==> src/rtl/pcu_pkg.sv <==
package pcu_pkg;
    typedef enum logic [1:0] {
        ST_IDLE    = 2'd0,
        ST_SCAN    = 2'd1,
        ST_DISCARD = 2'd2
    } pcu_state_t;
endpackage

==> src/rtl/pcu_addr_ctr.sv <==
module pcu_addr_ctr #(
    parameter int ADDR_W = 13,
    parameter int OFF_W  = 5,
    parameter int DATA_W = 8
) (
    input  logic              clk,
    input  logic              rst_n,
    input  logic              ld_hi,
    input  logic              ld_lo,
    input  logic              step,
    input  logic              wr_mode,
    input  logic [DATA_W-1:0] din,
    output logic [ADDR_W-1:0] addr
);
    localparam int HI_W = ADDR_W - DATA_W;

    logic [ADDR_W-1:0] addr_q;

    // Write steps stay inside the page; read steps roll over the whole array.
    always_ff @(posedge clk or negedge rst_n) begin
        if (!rst_n) begin
            addr_q <= '0;
        end else begin
            if (ld_hi) addr_q[ADDR_W-1:DATA_W] <= din[HI_W-1:0];
            if (ld_lo) addr_q[DATA_W-1:0]      <= din;
            if (step) begin
                if (wr_mode) addr_q[OFF_W-1:0] <= addr_q[OFF_W-1:0] + 1'b1;
                else         addr_q            <= addr_q + 1'b1;
            end
        end
    end

    assign addr = addr_q;
endmodule

==> src/rtl/pcu_page_buf.sv <==
module pcu_page_buf #(
    parameter int OFF_W  = 5,
    parameter int DATA_W = 8
) (
    input  logic              clk,
    input  logic              rst_n,
    input  logic              wr_en,
    input  logic [OFF_W-1:0]  wr_off,
    input  logic [DATA_W-1:0] din,
    input  logic              clr,
    input  logic [OFF_W-1:0]  rd_off,
    output logic [DATA_W-1:0] rd_data,
    output logic              rd_valid
);
    localparam int SLOTS = 1 << OFF_W;

    logic [DATA_W-1:0] slot_q [SLOTS];
    logic [SLOTS-1:0]  valid_q;

    for (genvar g = 0; g < SLOTS; g++) begin : g_slot
        logic hit;
        assign hit = wr_en && (wr_off == OFF_W'(g));

        always_ff @(posedge clk or negedge rst_n) begin
            if (!rst_n)   slot_q[g] <= '0;
            else if (hit) slot_q[g] <= din;
        end

        // Clearing wins: the block never writes and clears in the same cycle.
        always_ff @(posedge clk or negedge rst_n) begin
            if (!rst_n)    valid_q[g] <= 1'b0;
            else if (clr)  valid_q[g] <= 1'b0;
            else if (hit)  valid_q[g] <= 1'b1;
        end
    end

    assign rd_data  = slot_q[rd_off];
    assign rd_valid = valid_q[rd_off];
endmodule

==> src/rtl/pcu_commit_fsm.sv <==
module pcu_commit_fsm
    import pcu_pkg::*;
#(
    parameter int ADDR_W = 13,
    parameter int OFF_W  = 5
) (
    input  logic                    clk,
    input  logic                    rst_n,
    input  logic                    start,
    input  logic                    blocked,
    input  logic [ADDR_W-OFF_W-1:0] page_in,
    output logic                    busy,
    output logic                    scan_act,
    output logic                    mask_clr,
    output logic [OFF_W-1:0]        scan_off,
    output logic [ADDR_W-OFF_W-1:0] page
);
    localparam int PAGE_W = ADDR_W - OFF_W;
    localparam logic [OFF_W-1:0] LAST_OFF = '1;

    pcu_state_t        state_q, state_d;
    logic [OFF_W-1:0]  off_q;
    logic [PAGE_W-1:0] page_q;

    always_ff @(posedge clk or negedge rst_n) begin
        if (!rst_n) state_q <= ST_IDLE;
        else        state_q <= state_d;
    end

    always_comb begin
        state_d = state_q;
        unique case (state_q)
            ST_IDLE:    if (start) state_d = blocked ? ST_DISCARD : ST_SCAN;
            ST_SCAN:    if (off_q == LAST_OFF) state_d = ST_IDLE;
            ST_DISCARD: state_d = ST_IDLE;
            default:    state_d = ST_IDLE;
        endcase
    end

    always_ff @(posedge clk or negedge rst_n) begin
        if (!rst_n) begin
            off_q  <= '0;
            page_q <= '0;
        end else begin
            off_q <= (state_q == ST_SCAN) ? off_q + 1'b1 : '0;
            if (state_q == ST_IDLE && start) page_q <= page_in;
        end
    end

    always_comb begin
        busy     = 1'b0;
        scan_act = 1'b0;
        mask_clr = 1'b0;
        unique case (state_q)
            ST_IDLE: ;
            ST_SCAN: begin
                busy     = 1'b1;
                scan_act = 1'b1;
                mask_clr = (off_q == LAST_OFF);
            end
            ST_DISCARD: begin
                busy     = 1'b1;
                mask_clr = 1'b1;
            end
            default: ;
        endcase
    end

    assign scan_off = off_q;
    assign page     = page_q;
endmodule

==> src/rtl/page_commit_unit.sv <==
module page_commit_unit #(
    parameter int ADDR_W = 13,
    parameter int OFF_W  = 5,
    parameter int DATA_W = 8,
    parameter int PROT_W = 2
) (
    input  logic              clk,
    input  logic              rst_n,
    input  logic              wr_mode,
    input  logic              ld_hi,
    input  logic              ld_lo,
    input  logic              step,
    input  logic [DATA_W-1:0] din,
    input  logic              commit,
    input  logic              wc,
    output logic [ADDR_W-1:0] word_addr,
    output logic              busy,
    output logic              arr_we,
    output logic [ADDR_W-1:0] arr_waddr,
    output logic [DATA_W-1:0] arr_wdata
);
    localparam int PAGE_W = ADDR_W - OFF_W;

    logic              idle;
    logic              do_commit, do_hi, do_lo, do_step, buf_we;
    logic              prot_hit;
    logic              scan_act, mask_clr, rd_valid;
    logic [OFF_W-1:0]  scan_off;
    logic [PAGE_W-1:0] page;
    logic [DATA_W-1:0] rd_data;
    logic [ADDR_W-1:0] addr;

    // Strobe arbitration: commit first, then address loads, then data steps.
    assign idle      = !busy;
    assign do_commit = idle && commit;
    assign do_hi     = idle && !commit && ld_hi;
    assign do_lo     = idle && !commit && ld_lo;
    assign do_step   = idle && !commit && !ld_hi && !ld_lo && step;
    assign buf_we    = do_step && wr_mode;
    assign prot_hit  = wc && (&addr[ADDR_W-1 -: PROT_W]);

    pcu_addr_ctr #(.ADDR_W(ADDR_W), .OFF_W(OFF_W), .DATA_W(DATA_W)) u_addr (
        .clk     (clk),
        .rst_n   (rst_n),
        .ld_hi   (do_hi),
        .ld_lo   (do_lo),
        .step    (do_step),
        .wr_mode (wr_mode),
        .din     (din),
        .addr    (addr)
    );

    pcu_page_buf #(.OFF_W(OFF_W), .DATA_W(DATA_W)) u_buf (
        .clk      (clk),
        .rst_n    (rst_n),
        .wr_en    (buf_we),
        .wr_off   (addr[OFF_W-1:0]),
        .din      (din),
        .clr      (mask_clr),
        .rd_off   (scan_off),
        .rd_data  (rd_data),
        .rd_valid (rd_valid)
    );

    pcu_commit_fsm #(.ADDR_W(ADDR_W), .OFF_W(OFF_W)) u_fsm (
        .clk      (clk),
        .rst_n    (rst_n),
        .start    (do_commit),
        .blocked  (prot_hit),
        .page_in  (addr[ADDR_W-1:OFF_W]),
        .busy     (busy),
        .scan_act (scan_act),
        .mask_clr (mask_clr),
        .scan_off (scan_off),
        .page     (page)
    );

    assign word_addr = addr;
    assign arr_we    = scan_act && rd_valid;
    assign arr_waddr = {page, scan_off};
    assign arr_wdata = rd_data;
endmodule

==> config.mk <==
export PLATFORM = sky130hd
export DESIGN_NAME = page_commit_unit
export DESIGN_NICKNAME = d
export VERILOG_FILES = /design/src/rtl/pcu_pkg.sv /design/src/rtl/pcu_addr_ctr.sv /design/src/rtl/pcu_page_buf.sv /design/src/rtl/pcu_commit_fsm.sv /design/src/rtl/page_commit_unit.sv
export SDC_FILE = /design/constraint.sdc
export NUM_CORES = 1
export LEC_CHECK = 0
export ABC_AREA = 1
export BUFFER_PORTS_ARGS = -buffer_cell sky130_fd_sc_hd__clkbuf_2
export CORE_MARGIN = 3
export CORE_UTILIZATION = 30
export DETAILED_ROUTE_END_ITERATION = 8
export GPL_TIMING_DRIVEN = 0
export PLACE_DENSITY = 0.47
export SLEW_MARGIN = 15
export SYNTH_ARGS = -nofsm -noshare
export SYNTH_HDL_FRONTEND = slang
export SYNTH_SLANG_ARGS = --single-unit
export TNS_END_PERCENT = 20
==> constraint.sdc <==
create_clock -name clk -period 3 [get_ports clk]
set_input_delay 0.9 -clock clk [delete_from_list [all_inputs] [get_ports clk]]
set_output_delay 0.9 -clock clk [all_outputs]
set_load 0.03 [all_outputs]
==> results.cfg <==
[outcome]
status = complete, but fails checks
failed_checks = negative setup slack

[drt]
highest_layer = met4
num_vias = 13368
wl_per_cell_microns = 21.69
vias_per_cell = 5.081
remaining_drc_errors = 0
wl_mm = 57.06
drt.antenna.violating_nets = 0
wl_met2_mm = 25.46
wl_met1_mm = 25.76
drt-pass1-iter-count = 5
drtIter0Drc = 1144
dr_wl_met3_mm = 4.017

[clock_tree]
holdBufCountCts = 0
clockBufferDepth = 3
cts.sinks = 316
clk_latency_ns = 0.56
clkTransAtPathRegs_ns = 0.06
cts-root-buf = clkbuf_16
h-tree-depth = 2
numCtsBuffers = 39
tritoncts = done

[critical_path]
crit_path_max_fanout = 8
crit_required_ns = 2.10
arrival_ns = 2.48
cp-end-kind = output port
start_kind = register
critPathKind = register to output port

[logic_synthesis]
syn_nets = 1871
syn_avg_cell_area_sq_um = 8.169
yosys_warnings = 0
synth_flop_cell = dfrtp_1
yosysMostFrequentCell = nand2_1
synthCells = 1844
ys_seq_area_share_pct = 52.49
ys_top_cells_by_count = nand2_1, dfrtp_1, nand3_1
synth_top_area_share_pct = 52.49
netlist_top_cells_area = dfrtp_1, nand2_1, nand3_1
synth-seq-cells = 316
synthDistinctLibCells = 37
syn_area_sq_um = 15060
synth_edf_count = 0
synthArstFlopShare_pct = 100.0
yosys.area.top_type = dfrtp_1

[die]
die_w_microns = 230.1
coreArea_sq_um = 49250
start_util_pct = 30.58
io_pins = 52
die_y_microns = 230.1
rows = 81
die_area_sq_um = 52940

[timing]
slew_viol_final = 0
setup_tns_ns = -3.140
max_slew.worst_pin.slew_ns = 1.071
post-route-min-period_ns = 3.384
finalSetupViolations = 9
hold_viol = 0
finalClockSkew_ns = 0.01514
timing.final.ws_setup_ns = -0.3842
min_period_over_period_pct = 112.8
maxSlewHeadroom_pct = 28.62
rsz0062_at_grt = true
timing.fmax_mhz = 295.5

[place]
gp_congestion = 0.9096
dp_cells = 2562
port_buffers = 51
pre_cts_ws_ns = -0.6905
place_hpwl_mm = 39.73

[global_routing]
grt_pass1_wl_mm = 84.11
antenna_found_initial = 0
track_usage_pct = 21.22
grt_max_degree = 92
grt_overflow = 0
grt_pass1_vias = 13106

[run]
drv_cap = 0

[final_layout]
drive_gt1_share_pct = 18.86
n_antenna_cell = 0
fin_cells = 2631
utilization_pct = 37.62
syn2layout_area_growth_pct = 23.01
final_nets = 1969

[power]
power.density_nw_per_um2 = 842.8
peakVddDrop_v = 0.0004597
p_leak_uw = 0.008750

[min_path]
hold_path.class = input pin to async pin
==> path summary, 6_finish.rpt <==
check / to / cells after the start / startpoint / slack, ns
setup / recovery: arr_wdata[4] / 11 / u_fsm.scan_off[0] / -0.38
hold / removal: u_buf.slot_q[67] / 1 / rst_n / 0.36
setup reg to reg: u_buf.valid_q[1] / 8 / u_fsm.scan_off[3] / 0.03
hold reg to reg: u_buf.slot_q[142] / 2 / u_buf.slot_q[142] / 0.48
max in group asynchronous: u_buf.slot_q[33] / 2 / rst_n / 1.70
min in group clk: u_buf.slot_q[142] / 2 / u_buf.slot_q[142] / 0.48
==> stage by stage <==
step	hold WS, ns	instance area [sq um]	power [uW]
after floorplan	0.4534	15060	8106
after global placement	0.4652	16150	9880
after detailed placement	0.4683	16240	9921
after CTS	0.3694	17900	15170
after global routing	0.3866	18530	16340
final	0.3566	18530	15620
==> sequential cells by signal (all words and copies together), names as in the netlist <==
| signal | flops |
|---|---|
| u_buf.slot_q | 256 |
| u_fsm.state_q | 2 |
| u_buf.valid_q | 32 |
| u_addr.addr | 13 |
| u_fsm.scan_off | 5 |
| u_fsm.page | 8 |
==> logic make-up (layout without fill, tap and decap cells) <==
| group | Yosys count | in the layout | synth area share (%) |
|---|---|---|---|
| AO/OA/AOI/OAI | 331 | 331 | 11.63 |
| XOR/XNOR | 6 | 6 | 0.3488 |
| adder cells (fa/ha/maj) | 11 | 11 | 0.9136 |
| buffers and inverters | 202 | 325 | 6.512 |
| flip-flops | 316 | 316 | 52.49 |
| multiplexers | 1 | 1 | 0.07475 |
| AND/OR/NAND/NOR | 977 | 977 | 28.03 |
==> metal layers <==
metal / vias to the layer above / GRT usage, %
li1: 6223 / -
met1: 6614 / 29.40
met2: 450 / 32.81
met3: 81 / 4.274
met4: 0 / 7.892
met5: - / 0
==> repair_timing <==
| action | in CTS | in global routing |
|---|---|---|
| buffers inserted | 2 | 1 |
| pin swaps | 1 | 39 |
| gates resized for setup | 139 | 144 |
| cloned | 0 | 3 |
| endpoints found under the setup margin | 29 | 30 |
==> critical path, cell delays in order, from the launching register on <==
cell and delay, ns:
dfrtp_2 0.54, clkinv_4 0.18, buf_12 0.19, buf_12 0.14, nand2_2 0.06, nand3_2 0.09
nand3_2 0.12, nand2_1 0.07, nand2_1 0.07, nand3_2 0.14, and2_4 0.19, buf_8 0.13
==> layout make-up <==
type                            instances  area, sq um
Buffer                                121         1032
Inverter                               78        300.3
Tap cell                              664        830.8
Multi-Input combinational cell       1326         6681
Fill cell                            5221        30720
Timing Repair Buffer                   60        510.5
Clock buffer                           57         1166
Clock inverter                          9        98.84
Sequential cell                       316         7910
==> power breakdown <==
group	total [uW]	switching [uW]	leakage [uW]	internal, uW
Clock	4750	1890	0.000628	2850
Combinational	5470	3620	0.00388	1860
Sequential	5390	486	0.00424	4910
Total	15600	6000	0.00875	9620
==> cells in the final DEF, fill, tap and decap left out, types with 9 or more instances in the layout <==
master	n
buf_2	14
o21ai_0	119
nand2_2	27
nand3_2	68
a21oi_1	34
buf_4	12
buf_6	31
ha_1	11
clkbuf_16	44
clkbuf_2	50
buf_12	11
inv_1	74
nand2_1	642
nand2_4	25
clkbuf_8	17
nor2_1	29
clkbuf_1	39
nand3_1	165
clkbuf_4	9
o21ai_2	11
o21ai_1	149
dfrtp_1	314
Power figures use the tool's default switching activity.
